### config.mk
export PLATFORM = sky130hd
export DESIGN_NAME = strobe_timing_monitor
export DESIGN_NICKNAME = d
export VERILOG_FILES = /design/src/rtl/strobe_mon_pkg.sv /design/src/rtl/strobe_sync.sv /design/src/rtl/interval_timer.sv /design/src/rtl/sat_counter.sv /design/src/rtl/rule_tracker.sv /design/src/rtl/strobe_timing_monitor.sv
export SDC_FILE = /design/constraint.sdc
export NUM_CORES = 1
export LEC_CHECK = 0
export BUFFER_PORTS_ARGS = -buffer_cell sky130_fd_sc_hd__buf_4
export CAP_MARGIN = 20
export CORE_MARGIN = 3
export CORE_UTILIZATION = 55
export DETAILED_ROUTE_END_ITERATION = 10
export GPL_ROUTABILITY_DRIVEN = 0
export PLACE_DENSITY = 0.78
export SYNTH_ARGS = -nofsm -noshare
export SYNTH_HDL_FRONTEND = slang
export SYNTH_SLANG_ARGS = --single-unit
### constraint.sdc
create_clock -name clk -period 5.1 [get_ports clk]
set_clock_uncertainty 0.15 [all_clocks]
set_input_delay 0.255 -clock clk [delete_from_list [all_inputs] [get_ports clk]]
set_output_delay 0.255 -clock clk [all_outputs]
set_load 0.01 [all_outputs]
### src/rtl/strobe_mon_pkg.sv
package strobe_mon_pkg;

  localparam int NUM_RULES    = 3;
  localparam int RULE_RD_SU   = 0;
  localparam int RULE_WR_HOLD = 1;
  localparam int RULE_WR_WID  = 2;

  localparam int LINE_CS = 0;
  localparam int LINE_RD = 1;
  localparam int LINE_WR = 2;
  localparam int NUM_LINES = 3;

  typedef logic [NUM_RULES-1:0] rule_vec_t;

  function automatic int max3(input int a, input int b, input int c);
    int m;
    m = (a > b) ? a : b;
    return (m > c) ? m : c;
  endfunction

endpackage

### src/rtl/strobe_sync.sv
module strobe_sync #(
  parameter int W      = 3,
  parameter int STAGES = 2
) (
  input  logic         clk,
  input  logic         rst_n,
  input  logic [W-1:0] d_in,
  output logic [W-1:0] q,
  output logic [W-1:0] q_prev
);

  logic [STAGES-1:0][W-1:0] chain_q;
  logic [STAGES-1:0][W-1:0] chain_d;
  logic [W-1:0]             prev_q;

  always_comb begin
    chain_d[0] = d_in;
    for (int s = 1; s < STAGES; s++) begin
      chain_d[s] = chain_q[s-1];
    end
  end

  generate
    for (genvar s = 0; s < STAGES; s++) begin : g_stage
      always_ff @(posedge clk or negedge rst_n) begin
        if (!rst_n) chain_q[s] <= '1;
        else        chain_q[s] <= chain_d[s];
      end
    end
  endgenerate

  always_ff @(posedge clk or negedge rst_n) begin
    if (!rst_n) prev_q <= '1;
    else        prev_q <= chain_q[STAGES-1];
  end

  assign q      = chain_q[STAGES-1];
  assign q_prev = prev_q;

endmodule

### src/rtl/interval_timer.sv
module interval_timer #(
  parameter int MAX = 6,
  parameter int VW  = $clog2(MAX + 1)
) (
  input  logic          clk,
  input  logic          rst_n,
  input  logic          start,
  output logic [VW-1:0] value
);

  localparam logic [VW-1:0] MAXV = VW'(MAX);

  logic [VW-1:0] t_q, t_d;

  always_comb begin
    t_d = t_q;
    if (start)            t_d = VW'(1);
    else if (t_q != MAXV) t_d = t_q + 1'b1;
  end

  always_ff @(posedge clk or negedge rst_n) begin
    if (!rst_n) t_q <= MAXV;
    else        t_q <= t_d;
  end

  assign value = t_q;

endmodule

### src/rtl/sat_counter.sv
module sat_counter #(
  parameter int W = 16
) (
  input  logic         clk,
  input  logic         rst_n,
  input  logic         clr,
  input  logic         inc,
  output logic [W-1:0] count
);

  localparam logic [W-1:0] TOP = '1;

  logic [W-1:0] c_q, c_d;
  logic         c_en;

  always_comb begin
    c_en = clr | (inc & (c_q != TOP));
    c_d  = clr ? '0 : c_q + 1'b1;
  end

  always_ff @(posedge clk or negedge rst_n) begin
    if (!rst_n)    c_q <= '0;
    else if (c_en) c_q <= c_d;
  end

  assign count = c_q;

endmodule

### src/rtl/rule_tracker.sv
module rule_tracker #(
  parameter int CNT_W = 16
) (
  input  logic             clk,
  input  logic             rst_n,
  input  logic             clr,
  input  logic             hit,
  output logic             flag,
  output logic [CNT_W-1:0] count
);

  logic flag_q, flag_d;

  always_comb begin
    flag_d = clr ? 1'b0 : (flag_q | hit);
  end

  always_ff @(posedge clk or negedge rst_n) begin
    if (!rst_n) flag_q <= 1'b0;
    else        flag_q <= flag_d;
  end

  sat_counter #(.W(CNT_W)) cnt_i (
    .clk   (clk),
    .rst_n (rst_n),
    .clr   (clr),
    .inc   (hit),
    .count (count)
  );

  assign flag = flag_q;

endmodule

### src/rtl/strobe_timing_monitor.sv
module strobe_timing_monitor
  import strobe_mon_pkg::*;
#(
  parameter int RD_SETUP_CYC = 6,
  parameter int WR_HOLD_CYC  = 4,
  parameter int WR_WIDTH_CYC = 4,
  parameter int SYNC_STAGES  = 2,
  parameter int CNT_W        = 16
) (
  input  logic             clk,
  input  logic             rst_n,
  input  logic             clr,
  input  logic             cs_n_in,
  input  logic             rd_n_in,
  input  logic             wr_n_in,
  output logic [2:0]       viol_flag,
  output logic [2:0]       viol_event,
  output logic [CNT_W-1:0] rd_setup_cnt,
  output logic [CNT_W-1:0] wr_hold_cnt,
  output logic [CNT_W-1:0] wr_width_cnt,
  output logic [CNT_W-1:0] wr_good_cnt,
  output logic [CNT_W-1:0] wr_lost_cnt,
  output logic             wr_good_pulse,
  output logic             wr_lost_pulse
);

  localparam int TMAX = max3(RD_SETUP_CYC, WR_HOLD_CYC, WR_WIDTH_CYC);
  localparam int TW   = $clog2(TMAX + 1);
  localparam logic [TW-1:0] RS_L = TW'(RD_SETUP_CYC);
  localparam logic [TW-1:0] WH_L = TW'(WR_HOLD_CYC);
  localparam logic [TW-1:0] WW_L = TW'(WR_WIDTH_CYC);

  // synchronized levels and edges
  logic [NUM_LINES-1:0] lvl, lvl_prev;
  logic cs_low, cs_fall, cs_rise, rd_fall, wr_fall, wr_rise;

  strobe_sync #(.W(NUM_LINES), .STAGES(SYNC_STAGES)) sync_i (
    .clk    (clk),
    .rst_n  (rst_n),
    .d_in   ({wr_n_in, rd_n_in, cs_n_in}),
    .q      (lvl),
    .q_prev (lvl_prev)
  );

  always_comb begin
    cs_low  = ~lvl[LINE_CS];
    cs_fall = lvl_prev[LINE_CS] & ~lvl[LINE_CS];
    cs_rise = ~lvl_prev[LINE_CS] & lvl[LINE_CS];
    rd_fall = lvl_prev[LINE_RD] & ~lvl[LINE_RD];
    wr_fall = lvl_prev[LINE_WR] & ~lvl[LINE_WR];
    wr_rise = ~lvl_prev[LINE_WR] & lvl[LINE_WR];
  end

  // write tracking state
  logic wr_open_q, wr_open_d;
  logic wr_pend_q, wr_pend_d;
  logic pend_bad_q, pend_bad_d;
  logic wr_start, wr_close;

  assign wr_start = cs_low & wr_fall;
  assign wr_close = wr_open_q & wr_rise;

  // interval timers
  logic [TW-1:0] t_cs, t_wr, t_wrr;

  interval_timer #(.MAX(TMAX), .VW(TW)) tmr_cs_i (
    .clk(clk), .rst_n(rst_n), .start(cs_fall), .value(t_cs));

  interval_timer #(.MAX(TMAX), .VW(TW)) tmr_wr_i (
    .clk(clk), .rst_n(rst_n), .start(wr_start), .value(t_wr));

  interval_timer #(.MAX(TMAX), .VW(TW)) tmr_wrr_i (
    .clk(clk), .rst_n(rst_n), .start(wr_close), .value(t_wrr));

  // rule evaluation
  logic [TW-1:0] rd_int, hold_int;
  logic          width_short, hold_short, pend_bad_eff, open_at_rise;
  logic          fin_frame, fin_frame_bad, fin_next;
  logic          good_d, lost_d;
  rule_vec_t     hit;

  always_comb begin
    rd_int       = cs_fall ? '0 : t_cs;
    hold_int     = wr_close ? '0 : t_wrr;
    width_short  = wr_close & (t_wr < WW_L);
    hold_short   = hold_int < WH_L;
    pend_bad_eff = wr_close ? width_short : pend_bad_q;
    open_at_rise = wr_open_q & ~wr_rise;

    hit               = '0;
    hit[RULE_RD_SU]   = cs_low & rd_fall & (rd_int < RS_L);
    hit[RULE_WR_WID]  = width_short;
    hit[RULE_WR_HOLD] = cs_rise &
                        (open_at_rise | ((wr_close | wr_pend_q) & hold_short));

    fin_frame     = cs_rise & (wr_open_q | wr_pend_q);
    fin_frame_bad = open_at_rise | pend_bad_eff | hold_short;
    fin_next      = wr_start & wr_pend_q;

    good_d = (fin_frame & ~fin_frame_bad) | (fin_next & ~pend_bad_q);
    lost_d = (fin_frame &  fin_frame_bad) | (fin_next &  pend_bad_q);
  end

  // next state of the write tracker
  always_comb begin
    wr_open_d  = wr_open_q;
    wr_pend_d  = wr_pend_q;
    pend_bad_d = pend_bad_q;
    if (wr_start)                 wr_open_d = 1'b1;
    else if (cs_rise | wr_close)  wr_open_d = 1'b0;
    if (cs_rise)                  wr_pend_d = 1'b0;
    else if (wr_close)            wr_pend_d = 1'b1;
    else if (wr_start)            wr_pend_d = 1'b0;
    if (wr_close)                 pend_bad_d = width_short;
  end

  // registers
  logic [2:0] event_q;
  logic       good_q, lost_q;

  always_ff @(posedge clk or negedge rst_n) begin
    if (!rst_n) begin
      wr_open_q  <= 1'b0;
      wr_pend_q  <= 1'b0;
      pend_bad_q <= 1'b0;
      event_q    <= '0;
      good_q     <= 1'b0;
      lost_q     <= 1'b0;
    end else begin
      wr_open_q  <= wr_open_d;
      wr_pend_q  <= wr_pend_d;
      pend_bad_q <= pend_bad_d;
      event_q    <= hit;
      good_q     <= good_d;
      lost_q     <= lost_d;
    end
  end

  // per-rule sticky flags and counters
  logic [NUM_RULES-1:0][CNT_W-1:0] cnt_all;
  rule_vec_t                       flag_all;

  generate
    for (genvar r = 0; r < NUM_RULES; r++) begin : g_rule
      rule_tracker #(.CNT_W(CNT_W)) trk_i (
        .clk   (clk),
        .rst_n (rst_n),
        .clr   (clr),
        .hit   (hit[r]),
        .flag  (flag_all[r]),
        .count (cnt_all[r])
      );
    end
  endgenerate

  sat_counter #(.W(CNT_W)) good_cnt_i (
    .clk(clk), .rst_n(rst_n), .clr(clr), .inc(good_d), .count(wr_good_cnt));

  sat_counter #(.W(CNT_W)) lost_cnt_i (
    .clk(clk), .rst_n(rst_n), .clr(clr), .inc(lost_d), .count(wr_lost_cnt));

  assign viol_flag     = flag_all;
  assign viol_event    = event_q;
  assign rd_setup_cnt  = cnt_all[RULE_RD_SU];
  assign wr_hold_cnt   = cnt_all[RULE_WR_HOLD];
  assign wr_width_cnt  = cnt_all[RULE_WR_WID];
  assign wr_good_pulse = good_q;
  assign wr_lost_pulse = lost_q;

endmodule

# After elaboration in Yosys (flattened, before gate mapping)
# Cells that the tools add are included.
# totals
register_bits,109
inputBits,6
output_inout_bits,88
wordCells,114
# op_classes
add_sub_neg,8
magnitude_cmp,3
eq_ne,8
n_mux,22
bitwise_logic,48
n_reduce_logical,5
# ops
op,count
"16-bit by 1-bit adder with 16-bit output, second input constant",5
16-bit two-way mux,5
"16-bit inequality test, second input constant",5
1-bit AND,24
3-bit two-way mux,8
1-bit bitwise OR,16
"3-bit by 1-bit adder with 3-bit output, second input constant",3
"3-bit less-than comparator, second input constant",3
1-bit two-way mux,9
"3-bit inequality test, second input constant",3
1-bit NOT,8
2-bit nonzero test,4
3-bit nonzero test,1

# Depth between registers and ports, before layout
# Gate-level depths: netlist of the first run.
# logic_depth
ltp_word,12
ltp_mapped,9
mapped_depth_nobuf,6

# Hierarchy
# From an unflattened synthesis of the first run, not the netlist that was laid out.
# hier_totals
cells_unflattened,594
hier_area_um2,5871.9
# modules_own_cells
module,n_inst,cells_per_inst,area_per_inst_um2,seq_area_each_um2
sat_counter,5,100,930.9,400.4
interval_timer,3,16,171.4,77.6
strobe_timing_monitor,1,31,361.6,200.2
strobe_sync,1,9,236.5,236.5
rule_tracker,3,2,35.0,25.0

# Least setup slack after synthesis of the first run
# Ideal clock, no wire load.
# synth_path
kind,register to register
startpoint,reg good_cnt_i.c_q[0] (netlist: good_cnt_i.count[0])
endpoint,reg good_cnt_i.c_q[13] (netlist: good_cnt_i.count[13])
arrival_ps,1894
slack_ps,2932
stages_incl_launch_ff,8
period_less_slack_ps,2168
path_cell_list,dfrtp_1 > ha_1 > and3_1 > and3_1 > and2_1 > buf_4 > nor4_1 > mux2_2
# synth_between
elab_chain_cells,3
elab_cells_between_ends,5
cone_classes,add/sub (1); eq/ne (1); mux (1); bitwise (2)
# synth_lines
element,line_no,source
"start, declared",sat_counter.sv:13,"logic [W-1:0] c_q, c_d;"
"start signal, assigned",sat_counter.sv:22,if (!rst_n) c_q <= '0;
"start signal, assigned",sat_counter.sv:23,else if (c_en) c_q <= c_d;
branches (longest 3 deep; another with 16-bit by 1-bit adder with 16-bit output),-,
# Parallel ways; which one is timed is not known.
# A chain may end at the register's enable or synchronous reset.

# Worst setup path in the final report of the first run
# layout_path
startpoint,reg good_cnt_i.c_q[6] (netlist: good_cnt_i.count[6])
endpoint,reg good_cnt_i.c_q[13] (netlist: good_cnt_i.count[13])
# Same word-level chain as after synthesis.

==> results.py, run 1 <==
metrics = {
    "setup_path": {
        "timing.critical_path.from_type": "flip-flop",
        "cp_data_arrival_time_ns": 2.42,
        "critical_path_peak_fanout": 9,
        "crit_path_end_kind": "flip-flop",
        "path_class": "flip-flop to flip-flop",
        "critical_path_required_ns": 5.21,
    },
    "sta": {
        "totalNegativeSetupSlack_ns": 0,
        "grt_setup_unrepaired": "no",
        "report.final.setup_viol": 0,
        "worst-slew-pin-transition_ns": 1.02,
        "achievable-frequency_mhz": 432,
        "drv_slew": 0,
        "layout_min_cycle_time_ns": 2.32,
        "hold_viol_final": 0,
        "timing.final.crit_share_pct": 45.4,
        "hold-worst-slack_ns": 0.212,
        "timing.max_slew.rel_slack_pct": 31.2,
    },
    "final_layout": {
        "final_layout_size_suffix_gt1_share_pct": 21.0,
        "top_library_cells_by_usage_in_the_layout_fill_and_taps_aside": "94 x dfrtp_1, 94 x buf_4, 76 x nor2_1",
        "area.sequential_um2": 2750,
        "syn_to_final_growth_pct": 17.8,
        "multi_input_area_um2": 2590,
        "num-nets-final": 664,
        "diodes": 0,
        "fillers": 745,
    },
    "routing": {
        "wl_per_instance_um": 15.1,
        "firstDrtPassIters": 4,
        "detail_route.vias_per_cell": 5.74,
        "route.detailed.drc": 0,
        "drtIter0Drc": 225,
        "dr_total_vias": 4482,
        "drt.antenna.violating_nets": 0,
        "postRouteWirelength_um": 11800,
    },
    "synth": {
        "synth-warning-count": 0,
        "syn-num-nets": 581,
        "synth_cell_type_count": 61,
        "synth_flop_cell": "dfrtp_1",
        "synth-seq-area-share_pct": 49.7,
        "syn_avg_cell_area_um2": 9.80,
        "postSynthCellCount": 564,
        "postSynth.asyncResetShare_pct": 100,
        "synth-edff-count": 0,
        "ys_seq_elements": 109,
        "netlist_area_um2": 5530,
    },
    "power": {
        "power_density_nw_per_um2": 264,
        "irDropWorstVdd_uv": 167,
        "power.leakage_nw": 2.86,
    },
    "clock_tree": {
        "cts_tree": "built",
        "clock_network_latency_to_the_later_pin_of_the_worst_skew_pair_ns": 0.36,
        "htreeDepth": 3,
        "cts.path.max_buffers": 2,
        "cts-resized-gates": 0,
        "clock_tree.root_cell": "clkbuf_8",
        "clock_sink_count": 109,
        "numCtsBuffers": 9,
        "cts.reportedPaths.clkPinSlew_ns": 0.11,
    },
    "global_route": {
        "overflow": 0,
        "grt_util_all_layers_pct": 21.6,
        "grt_antenna_before_repair": 0,
        "global_route_wire_length_before_repair_um": 20300,
        "number_of_global_route_vias_before_repair": 4419,
        "pin_count_of_the_biggest_net_entering_global_routing": 90,
    },
    "die": {
        "floorplan.rows": 35,
        "initial_core_util_pct": 58.2,
        "full_die_area_um2": 11300,
        "dieHeight_um": 106,
        "floorplan.core_area_um2": 9500,
        "num_io_pins": 94,
        "die_width_um": 106,
    },
    "placed_design": {
        "placement.io_buffers": 93,
        "dp_hpwl_um": 8270,
    },
    "outcome": {
        "status": "finished clean",
    },
    "hold_path": {
        "hold_path_class": "flip-flop to flip-flop",
    },
    "flow_run": {
        "cap_viol_max_count": 0,
    },
}
## where the power goes
group / internal [mW] / switching [mW]
registers: 0.937 / 0.0546
logic: 0.0874 / 0.113
clock network: 0.232 / 0.296
total: 1.26 / 0.464
## final timing paths
| check | startpoint | end | slack, ns | cells past startpoint |
|---|---|---|---|---|
| worst max-delay path | good_cnt_i.count[6] | good_cnt_i.count[13] | 2.78 | 5 |
| worst min-delay path | sync_i.chain_d[3] | sync_i.q[0] | 0.21 | 0 |
| worst max register to register | good_cnt_i.count[6] | good_cnt_i.count[13] | 2.78 | 5 |
| worst min register to register | sync_i.chain_d[3] | sync_i.q[0] | 0.21 | 0 |
| max in group asynchronous | rst_n | tmr_wrr_i.value[2] | 3.36 | 3 |
| min in group asynchronous | rst_n | lost_cnt_i.count[3] | 0.37 | 2 |
## sequential cells by signal, indices dropped and copies added (netlist names)
name / flops
g_rule.trk_i.cnt_i.count: 48
g_rule.trk_i.flag: 3
good_cnt_i.count: 16
lost_cnt_i.count: 16
pend_bad_q: 1
sync_i.chain_d: 3
sync_i.q: 3
sync_i.q_prev: 3
tmr_cs_i.value: 3
tmr_wr_i.value: 3
tmr_wrr_i.value: 3
viol_event: 3
wr_good_pulse: 1
wr_lost_pulse: 1
wr_open_q: 1
wr_pend_q: 1
## kinds of logic after synthesis
logic type,after synthesis,share of synthesized area [%]
multiplexers,7,1.34
AND/OR/NAND/NOR,262,25.3
buffers and inverters,45,3.55
flip-flops,109,49.7
adder cells (fa/ha/maj),11,2.49
AO/OA/AOI/OAI,82,10.0
XOR/XNOR,48,7.60
## metrics by stage
stage               cells  utilization [%]  setup slack, ns  area, um^2  power, mW
floorplan             564                -             2.93        5530       1.14
global placement      761             66.0             2.87        6270       1.18
detailed placement    761             66.0             2.83        6270       1.21
CTS                   781             68.5             2.79        6510       1.74
global route          781             68.5             2.53        6510       1.81
finish                781             68.5             2.78        6510       1.72
## critical path, stage by stage (launching register included)
cell,delay [ns]
dfrtp_1,0.46
nand4_1,0.22
nor4_2,0.59
and2_1,0.40
nor4_1,0.10
mux2_2,0.29
## routing by layer
layer  share of wire, %  wire length (um)  up-vias  GRT usage, %
li1                   -                 -     2180             -
met1                 46              5390     2190          28.6
met2                 49              5780      100          36.2
met3                4.4               520       12          4.55
met4                1.0               118        0          5.92
met5                  0                 0        -             0
## repair_timing
action                    CTS  global route
hold endpoints to repair   62             0
setup buffers               0             0
hold buffers                4             0
## Yosys cell counts (3+ instances only)
| library cell | n | area (um^2) |
|---|---|---|
| nand4_1 | 18 | 113 |
| nand2_1 | 36 | 135 |
| clkbuf_1 | 16 | 60.1 |
| xnor2_1 | 35 | 307 |
| inv_1 | 19 | 71.3 |
| a21oi_1 | 25 | 125 |
| o21ai_0 | 10 | 50.1 |
| xor2_1 | 13 | 114 |
| nand2b_1 | 4 | 25.0 |
| nor3_1 | 16 | 80.1 |
| and4_1 | 9 | 78.8 |
| nor2_1 | 76 | 285 |
| nor4_1 | 12 | 75.1 |
| a211oi_1 | 10 | 75.1 |
| or4_1 | 13 | 97.6 |
| o2111ai_1 | 4 | 35.0 |
| buf_4 | 4 | 30.0 |
| nand3b_1 | 5 | 37.5 |
| dfstp_2 | 15 | 394 |
| o41ai_1 | 3 | 26.3 |
| nand3_1 | 27 | 135 |
| nor2b_1 | 7 | 43.8 |
| a31oi_1 | 4 | 25.0 |
| mux2_2 | 3 | 33.8 |
| nor3b_1 | 3 | 22.5 |
| a311oi_1 | 4 | 35.0 |
| and2_1 | 6 | 37.5 |
| o31ai_1 | 8 | 60.1 |
| and3_1 | 14 | 87.6 |
| mux2i_1 | 4 | 40.0 |
| buf_2 | 4 | 20.0 |
| dfrtp_1 | 94 | 2350 |
| ha_1 | 11 | 138 |
## cell type report
| cell class | instances | share of cell area [%] |
|---|---|---|
| Clock buffer | 10 | 1.96 |
| Clock inverter | 6 | 1.11 |
| Inverter | 19 | 1.10 |
| Multi-Input combinational cell | 410 | 39.7 |
| Sequential cell | 109 | 42.2 |
| Tap cell | 129 | 2.48 |
| Timing Repair Buffer | 98 | 11.5 |
(Power assumes the default switching activity.)
==> inputs of run 2 (changes only) <==
--- a/config.mk
+++ b/config.mk
@@ -8,10 +8,10 @@
 export BUFFER_PORTS_ARGS = -buffer_cell sky130_fd_sc_hd__buf_4
 export CAP_MARGIN = 20
 export CORE_MARGIN = 3
-export CORE_UTILIZATION = 55
+export CORE_UTILIZATION = 51
 export DETAILED_ROUTE_END_ITERATION = 10
 export GPL_ROUTABILITY_DRIVEN = 0
-export PLACE_DENSITY = 0.78
+export PLACE_DENSITY = 0.76
 export SYNTH_ARGS = -nofsm -noshare
 export SYNTH_HDL_FRONTEND = slang
 export SYNTH_SLANG_ARGS = --single-unit
==> constraint.sdc (replaced) <==
create_clock -name clk -period 2.1 [get_ports clk]
set_clock_uncertainty 0.15 [all_clocks]
set_input_delay 0.105 -clock clk [delete_from_list [all_inputs] [get_ports clk]]
set_output_delay 0.105 -clock clk [all_outputs]
set_load 0.01 [all_outputs]
==> run 2 against run 1 <==
Compared with the run above: critical path depth unchanged; via count increased by 5.9%; count of clock-buffer cells in the layout increased by 2; sequential cell count unchanged; total power increased by 140%; utilization decreased by 1.7 points; combinational power increased to 2.8 times the previous value; largest cell class unchanged.
==> results.py, run 2 (synthesis results as in run 1) <==
metrics = {
    "placed_design": {
        "instance_area_after_placement_um2": 6630,
        "placedCellCount": 810,
        "post_place_setup_slack_ns": -0.0521,
        "placement.io_buffers": 93,
        "dp_hpwl_um": 9070,
    },
    "routing": {
        "detailroute.wirelength.met2_um": 6040,
        "firstDrtPassIters": 5,
        "drt.antenna.violating_nets": 0,
        "drtIter0Drc": 228,
        "postRouteWirelength_um": 12500,
        "dr_total_vias": 4748,
        "route.detailed.drc": 0,
        "m1WireLength_um": 5730,
        "top_signal_layer_used": "met4",
        "detailroute.wirelength.met3_um": 626,
        "wl_per_instance_um": 15.0,
        "detail_route.vias_per_cell": 5.70,
    },
    "sta": {
        "layout_min_cycle_time_ns": 2.05,
        "timing.max_slew.rel_slack_pct": 60.8,
        "achievable-frequency_mhz": 488,
        "worst-slew-pin-transition_ns": 0.588,
        "timing.final.crit_share_pct": 97.5,
        "report.final.setup_viol": 0,
        "post-route-worst-setup-slack_ns": 0.0519,
        "hold_viol_final": 0,
        "drv_slew": 0,
        "grt_setup_unrepaired": "yes",
    },
    "global_route": {
        "global_route_wire_length_before_repair_um": 20700,
        "pin_count_of_the_biggest_net_entering_global_routing": 58,
        "grt_antenna_before_repair": 0,
        "number_of_global_route_vias_before_repair": 4526,
        "overflow": 0,
        "grt_util_all_layers_pct": 21.1,
    },
    "final_layout": {
        "layout.core_utilization_pct": 66.8,
        "top_library_cells_by_usage_in_the_layout_fill_and_taps_aside": "136 x buf_4, 92 x dfrtp_1, 76 x nor2_1",
        "final-instance-count-excl-fill": 833,
        "num-nets-final": 709,
        "layout.cells.most_common": "buf_4",
        "syn_to_final_growth_pct": 25.9,
        "final_layout_size_suffix_gt1_share_pct": 29.1,
        "diodes": 0,
        "final_design_instance_area_without_fill_um2": 6960,
        "largest_register_ffs": 48,
        "fillers": 829,
    },
    "power": {
        "total_power_mw": 4.20,
        "irDropWorstVdd_uv": 333,
        "power.leakage_nw": 3.10,
        "power_density_nw_per_um2": 603,
    },
    "setup_path": {
        "cp_slowest_stage_delay_ns": 0.57,
        "worstPathCellList": "nor3b_4 > and3_4 > nor2_4 > or4_1 > a21oi_1",
        "critical_path_s_slowest_cell": "dfstp_2",
        "reg2reg_slack_ns": 0.05,
        "cp_data_arrival_time_ns": 2.18,
        "timing.critical_path.from_type": "flip-flop",
        "path_class": "flip-flop to flip-flop",
        "crit_path_end_kind": "flip-flop",
        "critical_path_required_ns": 2.23,
        "critical_path_peak_fanout": 12,
    },
    "clock_tree": {
        "cts.path.max_buffers": 2,
        "clock_network_latency_to_the_later_pin_of_the_worst_skew_pair_ns": 0.37,
        "numCtsBuffers": 9,
        "cts.reportedPaths.clkPinSlew_ns": 0.11,
        "cts_tree": "built",
        "clock_sink_count": 109,
        "clock_tree.root_cell": "clkbuf_8",
        "htreeDepth": 3,
    },
    "die": {
        "floorplan.rows": 37,
        "full_die_area_um2": 12100,
        "die_width_um": 110,
        "dieHeight_um": 110,
        "floorplan.core_area_um2": 10400,
        "initial_core_util_pct": 53.1,
        "num_io_pins": 94,
    },
    "hold_path": {
        "hold_path_class": "input port to async pin",
    },
    "flow_run": {
        "cap_viol_max_count": 0,
    },
    "outcome": {
        "status": "finished clean",
    },
}
## run 2: cell type report
type	instances	area [um^2]	share of cell area, %
well taps	136	170	2.44
multi-input cells	411	2690	38.6
flip-flops and latches	109	2750	39.5
repair buffers	142	1090	15.7
inverters	19	71.3	1.02
clock buffers	12	165	2.37
clock inverters	4	30.0	0.431
## run 2: final timing paths
path,to,cells after the start,start
setup / recovery,lost_cnt_i.count[3],5,sync_i.q_prev[2]
setup reg to reg,lost_cnt_i.count[3],5,sync_i.q_prev[2]
hold reg to reg,sync_i.q[1],0,sync_i.chain_d[4]
min in group clk,g_rule[0].trk_i.flag,2,clr
max in group asynchronous,tmr_cs_i.value[2],3,rst_n
hold / removal,good_cnt_i.count[1],2,rst_n
## run 2: worst max-delay path, delay by kind of cell, from the launching register on
family             cells  cell delay [ns]
AOI/OAI and AO/OA      1             0.15
DFF                    1             0.57
and+or+nand+nor        4             1.10
## run 2: metal layers
| layer | vias up | track usage [%] |
|---|---|---|
| met2 | 124 | 35.0 |
| met3 | 11 | 3.32 |
| met5 | - | 0 |
| met4 | 0 | 5.54 |
| met1 | 2344 | 29.1 |
| li1 | 2269 | - |
## run 2: where the power goes
group	total [mW]	internal [mW]	switching, mW
clock network	1.24	0.535	0.709
logic	0.564	0.252	0.312
registers	2.39	2.27	0.117
total	4.20	3.06	1.14
## run 2: stage by stage
step	TNS (ns)	hold slack [ns]
CTS	0	0.0524
floorplan	0	-0.341
finish	0	0.0508
detailed placement	-0.0668	-0.0865
global route	-0.103	0.0587
global placement	0	-0.0940
## run 2: what timing repair did
| item | 4_1_cts | 5_1_grt |
|---|---|---|
| setup buffers | 0 | 2 |
| hold buffers | 4 | 0 |
| pin swaps | 0 | 2 |
| resized for setup | 4 | 17 |
| endpoints found under the hold margin | 97 | 0 |
| setup endpoints to repair | 11 | 30 |
| cloned | 0 | 1 |
